==> config.mk <==
export PLATFORM = sky130hd
export DESIGN_NAME = coin_meter_latch
export DESIGN_NICKNAME = d
export VERILOG_FILES = /design/src/rtl/coin_meter_pkg.sv /design/src/rtl/coin_rst_sync.sv /design/src/rtl/coin_addr_decode.sv /design/src/rtl/coin_level_latch.sv /design/src/rtl/coin_pulse_monitor.sv /design/src/rtl/coin_meter_latch.sv
export SDC_FILE = /design/constraint.sdc
export NUM_CORES = 1
export LEC_CHECK = 0
export ABC_AREA = 1
export BUFFER_PORTS_ARGS = -buffer_cell sky130_fd_sc_hd__buf_4
export CAP_MARGIN = 20
export CORE_ASPECT_RATIO = 0.6
export CORE_MARGIN = 10
export CORE_UTILIZATION = 41
export CTS_CLUSTER_DIAMETER = 80
export CTS_CLUSTER_SIZE = 8
export DETAILED_ROUTE_END_ITERATION = 16
export PLACE_DENSITY = 0.75
export SYNTH_ARGS = -nofsm -noshare
export SYNTH_HDL_FRONTEND = slang
export SYNTH_SLANG_ARGS = --single-unit
==> constraint.sdc <==
create_clock -name clk -period 0.8 [get_ports clk]
set_input_delay 0.16 -clock clk [delete_from_list [all_inputs] [get_ports clk]]
set_output_delay 0.16 -clock clk [all_outputs]
set_load 0.02 [all_outputs]
==> src/rtl/coin_meter_pkg.sv <==
package coin_meter_pkg;
  // Kind of bus access seen by the latch in one cycle
  typedef enum logic [1:0] {
    ACC_NONE = 2'd0,
    ACC_RD   = 2'd1,
    ACC_WR   = 2'd2
  } acc_e;
endpackage

==> src/rtl/coin_rst_sync.sv <==
module coin_rst_sync #(
  parameter int STAGES = 2
) (
  input  logic clk,
  input  logic arst_n,
  output logic srst_n
);
  logic [STAGES-1:0] pipe_q;

  always_ff @(posedge clk or negedge arst_n) begin
    if (!arst_n) pipe_q <= '0;
    else         pipe_q <= {pipe_q[STAGES-2:0], 1'b1};
  end

  assign srst_n = pipe_q[STAGES-1];
endmodule

==> src/rtl/coin_addr_decode.sv <==
module coin_addr_decode
  import coin_meter_pkg::*;
#(
  parameter int          ADDR_W   = 16,
  parameter int          TOP_BITS = 3,
  parameter logic [TOP_BITS-1:0] TOP_CODE = 3'b010,
  parameter int          KEY_BIT  = 5
) (
  input  logic [ADDR_W-1:0] addr,
  input  logic              rd,
  input  logic              wr,
  output acc_e              kind
);
  localparam int TOP_LSB = ADDR_W - TOP_BITS;

  logic hit;

  always_comb begin
    hit  = (addr[ADDR_W-1:TOP_LSB] == TOP_CODE) && addr[KEY_BIT];
    kind = ACC_NONE;
    if (hit && wr)      kind = ACC_WR;
    else if (hit && rd) kind = ACC_RD;
  end
endmodule

==> src/rtl/coin_level_latch.sv <==
module coin_level_latch
  import coin_meter_pkg::*;
(
  input  logic clk,
  input  logic rst_n,
  input  logic clr,
  input  acc_e kind,
  input  logic wbit,
  input  logic fbit,
  output logic level
);
  logic level_q, level_d;

  always_comb begin
    level_d = level_q;
    if (clr)                 level_d = 1'b0;
    else if (kind == ACC_WR) level_d = wbit;
    else if (kind == ACC_RD) level_d = fbit;
  end

  always_ff @(posedge clk or negedge rst_n) begin
    if (!rst_n) level_q <= 1'b0;
    else        level_q <= level_d;
  end

  assign level = level_q;


  wr_store_chk: assert property (@(posedge clk) disable iff (!rst_n)
    (!clr && kind == ACC_WR) |=> (level_q == $past(wbit)));

  rd_float_chk: assert property (@(posedge clk) disable iff (!rst_n)
    (!clr && kind == ACC_RD) |=> (level_q == $past(fbit)));

  miss_hold_chk: assert property (@(posedge clk) disable iff (!rst_n)
    (!clr && kind == ACC_NONE) |=> $stable(level_q));

  clr_zero_chk: assert property (@(posedge clk) disable iff (!rst_n)
    clr |=> !level_q);
endmodule

==> src/rtl/coin_pulse_monitor.sv <==
module coin_pulse_monitor #(
  parameter int CNT_W    = 8,
  parameter int MIN_HIGH = 16,
  parameter int MIN_LOW  = 22
) (
  input  logic             clk,
  input  logic             rst_n,
  input  logic             clr,
  input  logic             level,
  output logic [CNT_W-1:0] tally,
  output logic             short_high,
  output logic             short_low
);
  localparam int RUN_MAX = (MIN_HIGH > MIN_LOW) ? MIN_HIGH : MIN_LOW;
  localparam int RUN_W   = $clog2(RUN_MAX + 1);
  localparam logic [RUN_W-1:0] RUN_TOP = RUN_W'(RUN_MAX);
  localparam logic [RUN_W-1:0] HI_MIN  = RUN_W'(MIN_HIGH);
  localparam logic [RUN_W-1:0] LO_MIN  = RUN_W'(MIN_LOW);

  logic             prev_q, prev_d;
  logic [RUN_W-1:0] run_q, run_d;
  logic             armed_q, armed_d;
  logic [CNT_W-1:0] tally_q, tally_d;
  logic             sh_q, sh_d, sl_q, sl_d;
  logic             fell, rose;

  always_comb begin
    fell    = prev_q & ~level;
    rose    = ~prev_q & level;
    prev_d  = level;
    if (fell || rose)        run_d = RUN_W'(1);
    else if (run_q == RUN_TOP) run_d = run_q;
    else                     run_d = run_q + RUN_W'(1);
    armed_d = armed_q | fell;
    tally_d = fell ? tally_q + CNT_W'(1) : tally_q;
    sh_d    = sh_q | (fell && (run_q < HI_MIN));
    sl_d    = sl_q | (rose && armed_q && (run_q < LO_MIN));
  end

  always_ff @(posedge clk or negedge rst_n) begin
    if (!rst_n) begin
      prev_q  <= 1'b0;
      run_q   <= '0;
      armed_q <= 1'b0;
      tally_q <= '0;
      sh_q    <= 1'b0;
      sl_q    <= 1'b0;
    end else if (clr) begin
      prev_q  <= 1'b0;
      run_q   <= '0;
      armed_q <= 1'b0;
      tally_q <= '0;
      sh_q    <= 1'b0;
      sl_q    <= 1'b0;
    end else begin
      prev_q  <= prev_d;
      run_q   <= run_d;
      armed_q <= armed_d;
      tally_q <= tally_d;
      sh_q    <= sh_d;
      sl_q    <= sl_d;
    end
  end

  assign tally      = tally_q;
  assign short_high = sh_q;
  assign short_low  = sl_q;


  tally_step_chk: assert property (@(posedge clk) disable iff (!rst_n)
    (!clr && prev_q && !level) |=> (tally_q == $past(tally_q) + CNT_W'(1)));

  tally_hold_chk: assert property (@(posedge clk) disable iff (!rst_n)
    (!clr && !(prev_q && !level)) |=> $stable(tally_q));

  high_sticky_chk: assert property (@(posedge clk) disable iff (!rst_n)
    (!clr && sh_q) |=> sh_q);

  low_sticky_chk: assert property (@(posedge clk) disable iff (!rst_n)
    (!clr && sl_q) |=> sl_q);
endmodule

==> src/rtl/coin_meter_latch.sv <==
module coin_meter_latch
  import coin_meter_pkg::*;
#(
  parameter int ADDR_W   = 16,
  parameter int DATA_W   = 8,
  parameter int CNT_W    = 8,
  parameter int MIN_HIGH = 16,
  parameter int MIN_LOW  = 22
) (
  input  logic              clk,
  input  logic              arst_n,
  input  logic              wdog_clr,
  input  logic [ADDR_W-1:0] cpu_addr,
  input  logic [DATA_W-1:0] cpu_data,
  input  logic              cpu_rd,
  input  logic              cpu_wr,
  input  logic [DATA_W-1:0] bus_float,
  output logic              coil_drive,
  output logic [CNT_W-1:0]  pulse_tally,
  output logic              short_high,
  output logic              short_low
);
  logic srst_n;
  acc_e kind;
  logic level;

  coin_rst_sync #(.STAGES(2)) u_sync (
    .clk    (clk),
    .arst_n (arst_n),
    .srst_n (srst_n)
  );

  coin_addr_decode #(
    .ADDR_W   (ADDR_W),
    .TOP_BITS (3),
    .TOP_CODE (3'b010),
    .KEY_BIT  (5)
  ) u_dec (
    .addr (cpu_addr),
    .rd   (cpu_rd),
    .wr   (cpu_wr),
    .kind (kind)
  );

  coin_level_latch u_latch (
    .clk   (clk),
    .rst_n (srst_n),
    .clr   (wdog_clr),
    .kind  (kind),
    .wbit  (cpu_data[0]),
    .fbit  (bus_float[0]),
    .level (level)
  );

  coin_pulse_monitor #(
    .CNT_W    (CNT_W),
    .MIN_HIGH (MIN_HIGH),
    .MIN_LOW  (MIN_LOW)
  ) u_mon (
    .clk        (clk),
    .rst_n      (srst_n),
    .clr        (wdog_clr),
    .level      (level),
    .tally      (pulse_tally),
    .short_high (short_high),
    .short_low  (short_low)
  );

  assign coil_drive = level;
endmodule

==> impl_metrics.py <==
metrics = {
    "outcome": {
        "run_status": "complete, but fails checks",
        "violations": "setup timing",
    },
    "sta": {
        "fmaxAchievable_ghz": 0.760,
        "finalHoldViolCount": 0,
        "setup_viol": 29,
        "period_share_pct": 164,
        "fin_ws_ns": -0.516,
        "grt_setup_unrepaired": "true",
        "finalMaxSlewViolations": 0,
        "finalCriticalPeriod_ns": 1.32,
        "finalClockSkew_ns": 0.00965,
        "whs_ns": 0.155,
    },
    "pwr": {
        "p_leak_uw": 0.000921,
        "p_per_area_nw_per_um2": 1300,
        "max-vdd-ir-drop_uv": 744,
    },
    "floorplan": {
        "std_cell_rows": 13,
        "ios": 48,
        "core-area_um2": 2280,
        "die_x_um": 84.8,
        "die_y_um": 58.9,
        "start_util_pct": 45.3,
        "die_area_um2": 4990,
    },
    "clock_network": {
        "cts_max_level": 1,
        "cts.sinks": 20,
        "clk_pin_slew_ns": 0.08,
        "numCtsBuffers": 3,
        "cts_tree": "done",
        "cts_root_buffer": "clkbuf_8",
        "insertion_delay_ns": 0.26,
        "clk_path_buf_depth": 2,
    },
    "critical_path": {
        "path_max_fanout": 3,
        "path_class": "reg2reg",
        "endpoint_kind": "register",
        "required_ns": 0.96,
        "crit_slowest_cell": "dfrtp_2",
        "startpoint_type": "register",
        "cpMostUsedCell": "nor2_2",
        "arrival_ns": 1.47,
        "crit_start": "u_latch.level$_DFFE_PN0P_",
        "r2r_slack_ns": -0.52,
        "r2r_start": "u_latch.level$_DFFE_PN0P_",
        "worstPathCellList": "inv_2 -> ha_4 -> nand2_4 -> nor2_4 -> nand3_2 -> nor2_2 -> nor2_2",
        "cpPeakStageDelay_ns": 0.42,
    },
    "yosys": {
        "syn_inst": 130,
        "yosysUniqueCellTypes": 19,
        "avgSynthCellArea_um2": 7.94,
        "synth_area_um2": 1030,
        "ys_seq_elements": 20,
        "ys.warnings.count": 0,
        "syn_nets": 172,
        "ys_seq_area_share_pct": 48.5,
    },
    "cells_and_area": {
        "antenna_cells": 0,
        "synthToLayoutAreaGrowth_pct": 76.2,
        "final_area_um2": 1820,
        "drive_gt1_share_pct": 55.3,
        "final_cell_mix": "buf_4 (36), nand2_1 (21), buf_6 (21)",
        "num-nets-final": 233,
        "final_common_cell": "buf_4",
    },
    "route": {
        "initialDrtViolationCount": 65,
        "ant_nets": 0,
        "viasPerCell": 4.94,
        "route.detailed.drc": 0,
        "first_pass_iters": 7,
        "drt-total-wl_mm": 3.32,
        "num_vias": 1086,
        "wire_per_inst_um": 15.1,
    },
    "grt": {
        "grt.total_usage_pct": 12.1,
        "grt_pass1_wl_mm": 4.97,
        "grt_start_max_net_pins": 14,
        "grt-ovfl-total": 0,
        "grt_pass1_vias": 1092,
        "grt_antenna_before_repair": 0,
    },
    "hold_path": {
        "holdCritPathClass": "reg2async",
    },
    "placement": {
        "portBuffers": 21,
        "routabilityCongestion": 0.914,
        "placed_area_um2": 1420,
        "hpwl_mm": 2.12,
    },
    "run": {
        "drv_cap": 0,
    },
}
==> cells by family after synthesis <==
| logic type | after synthesis | share of synthesized area, % |
|---|---|---|
| DFF | 20 | 48.5 |
| buffers and inverters | 25 | 9.94 |
| adders and majority gates | 5 | 6.06 |
| AOI/OAI and AO/OA | 13 | 6.30 |
| other | 1 | 0.363 |
| and+or+nand+nor | 66 | 28.8 |
==> path summary, 6_finish.rpt <==
kind	to	depth (start not counted)
max in group asynchronous	u_mon.tally[0]$_DFFE_PN0P_	1
min in group clk	u_mon.short_low$_DFF_PN0_	3
hold / removal	u_mon.run_q[1]$_DFFE_PN0P_	1
setup / recovery	u_mon.tally[7]$_DFFE_PN0P_	7
hold reg to reg	u_mon.run_q[1]$_DFFE_PN0P_	1
setup reg to reg	u_mon.tally[7]$_DFFE_PN0P_	7
==> power by group <==
part	switching, uW	total [uW]	internal (uW)
Clock	342	1010	668
Combinational	150	300	150
Sequential	23.3	1060	1030
==> cells in the mapped netlist (all sizes together) <==
master / count / area (um^2)
nand2: 31 / 124
inv: 23 / 86.3
dfrtp: 20 / 500
nor2: 19 / 81.3
nand3: 9 / 55.1
a21oi: 8 / 40.0
ha: 5 / 62.6
nor3: 5 / 25.0
o21ai: 5 / 25.0
buf: 2 / 16.3
nand4: 2 / 12.5
conb: 1 / 3.75
==> worst max-delay path: cells and delay by family, from the launching register on <==
kind,cells,cell delay (ns)
and+or+nand+nor,5,0.56
DFF,1,0.42
adders and majority gates,1,0.16
buffers and inverters,1,0.08
==> layout make-up <==
class                   instances  area [um^2]
clock inverters                 1         30.0
inverters                      23         91.3
clock buffers                   3         41.3
well taps                      30         37.5
flip-flops and latches         20          505
repair buffers                 58          517
fillers                       128          458
multi-input cells              85          597
==> registers in the layout, indices dropped and copies added (netlist names) <==
signal and flops:
u_mon.armed_q 1, u_sync.pipe_q 2, u_mon.short_high 1, u_latch.level 1, u_mon.prev_q 1, u_mon.short_low 1, u_mon.run_q 5, u_mon.tally 8
==> routing by layer <==
layer  wire length (um)  GRT usage (%)  up-vias
met5                  0              0        -
met4                108           4.67        0
met3                185           4.26       15
met2               1680           20.9       37
met1               1350           13.5      508
li1                   -              -      526
==> stage by stage <==
stage          std cells  util (%)  setup TNS (ns)  setup slack [ns]  power [uW]
2_1_floorplan        130         -           -4.96            -0.469        1170
3_3_place_gp         201      62.2           -4.51            -0.364        1290
3_5_place_dp         201      62.2           -5.15            -0.405        1300
4_1_cts              214      74.2           -7.51            -0.383        2350
5_1_grt              220      79.9           -9.41            -0.587        2470
6_report             220      79.9           -8.12            -0.516        2370
==> what timing repair did <==
action                                  in CTS  in global routing
gates resized for setup                     37                 24
endpoints found under the setup margin      28                 28
pin swaps                                   13                 11
buffers inserted                             8                  7
endpoints found under the hold margin        2                  0
hold buffers                                 1                  0
Power figures use the tool's default switching activity.
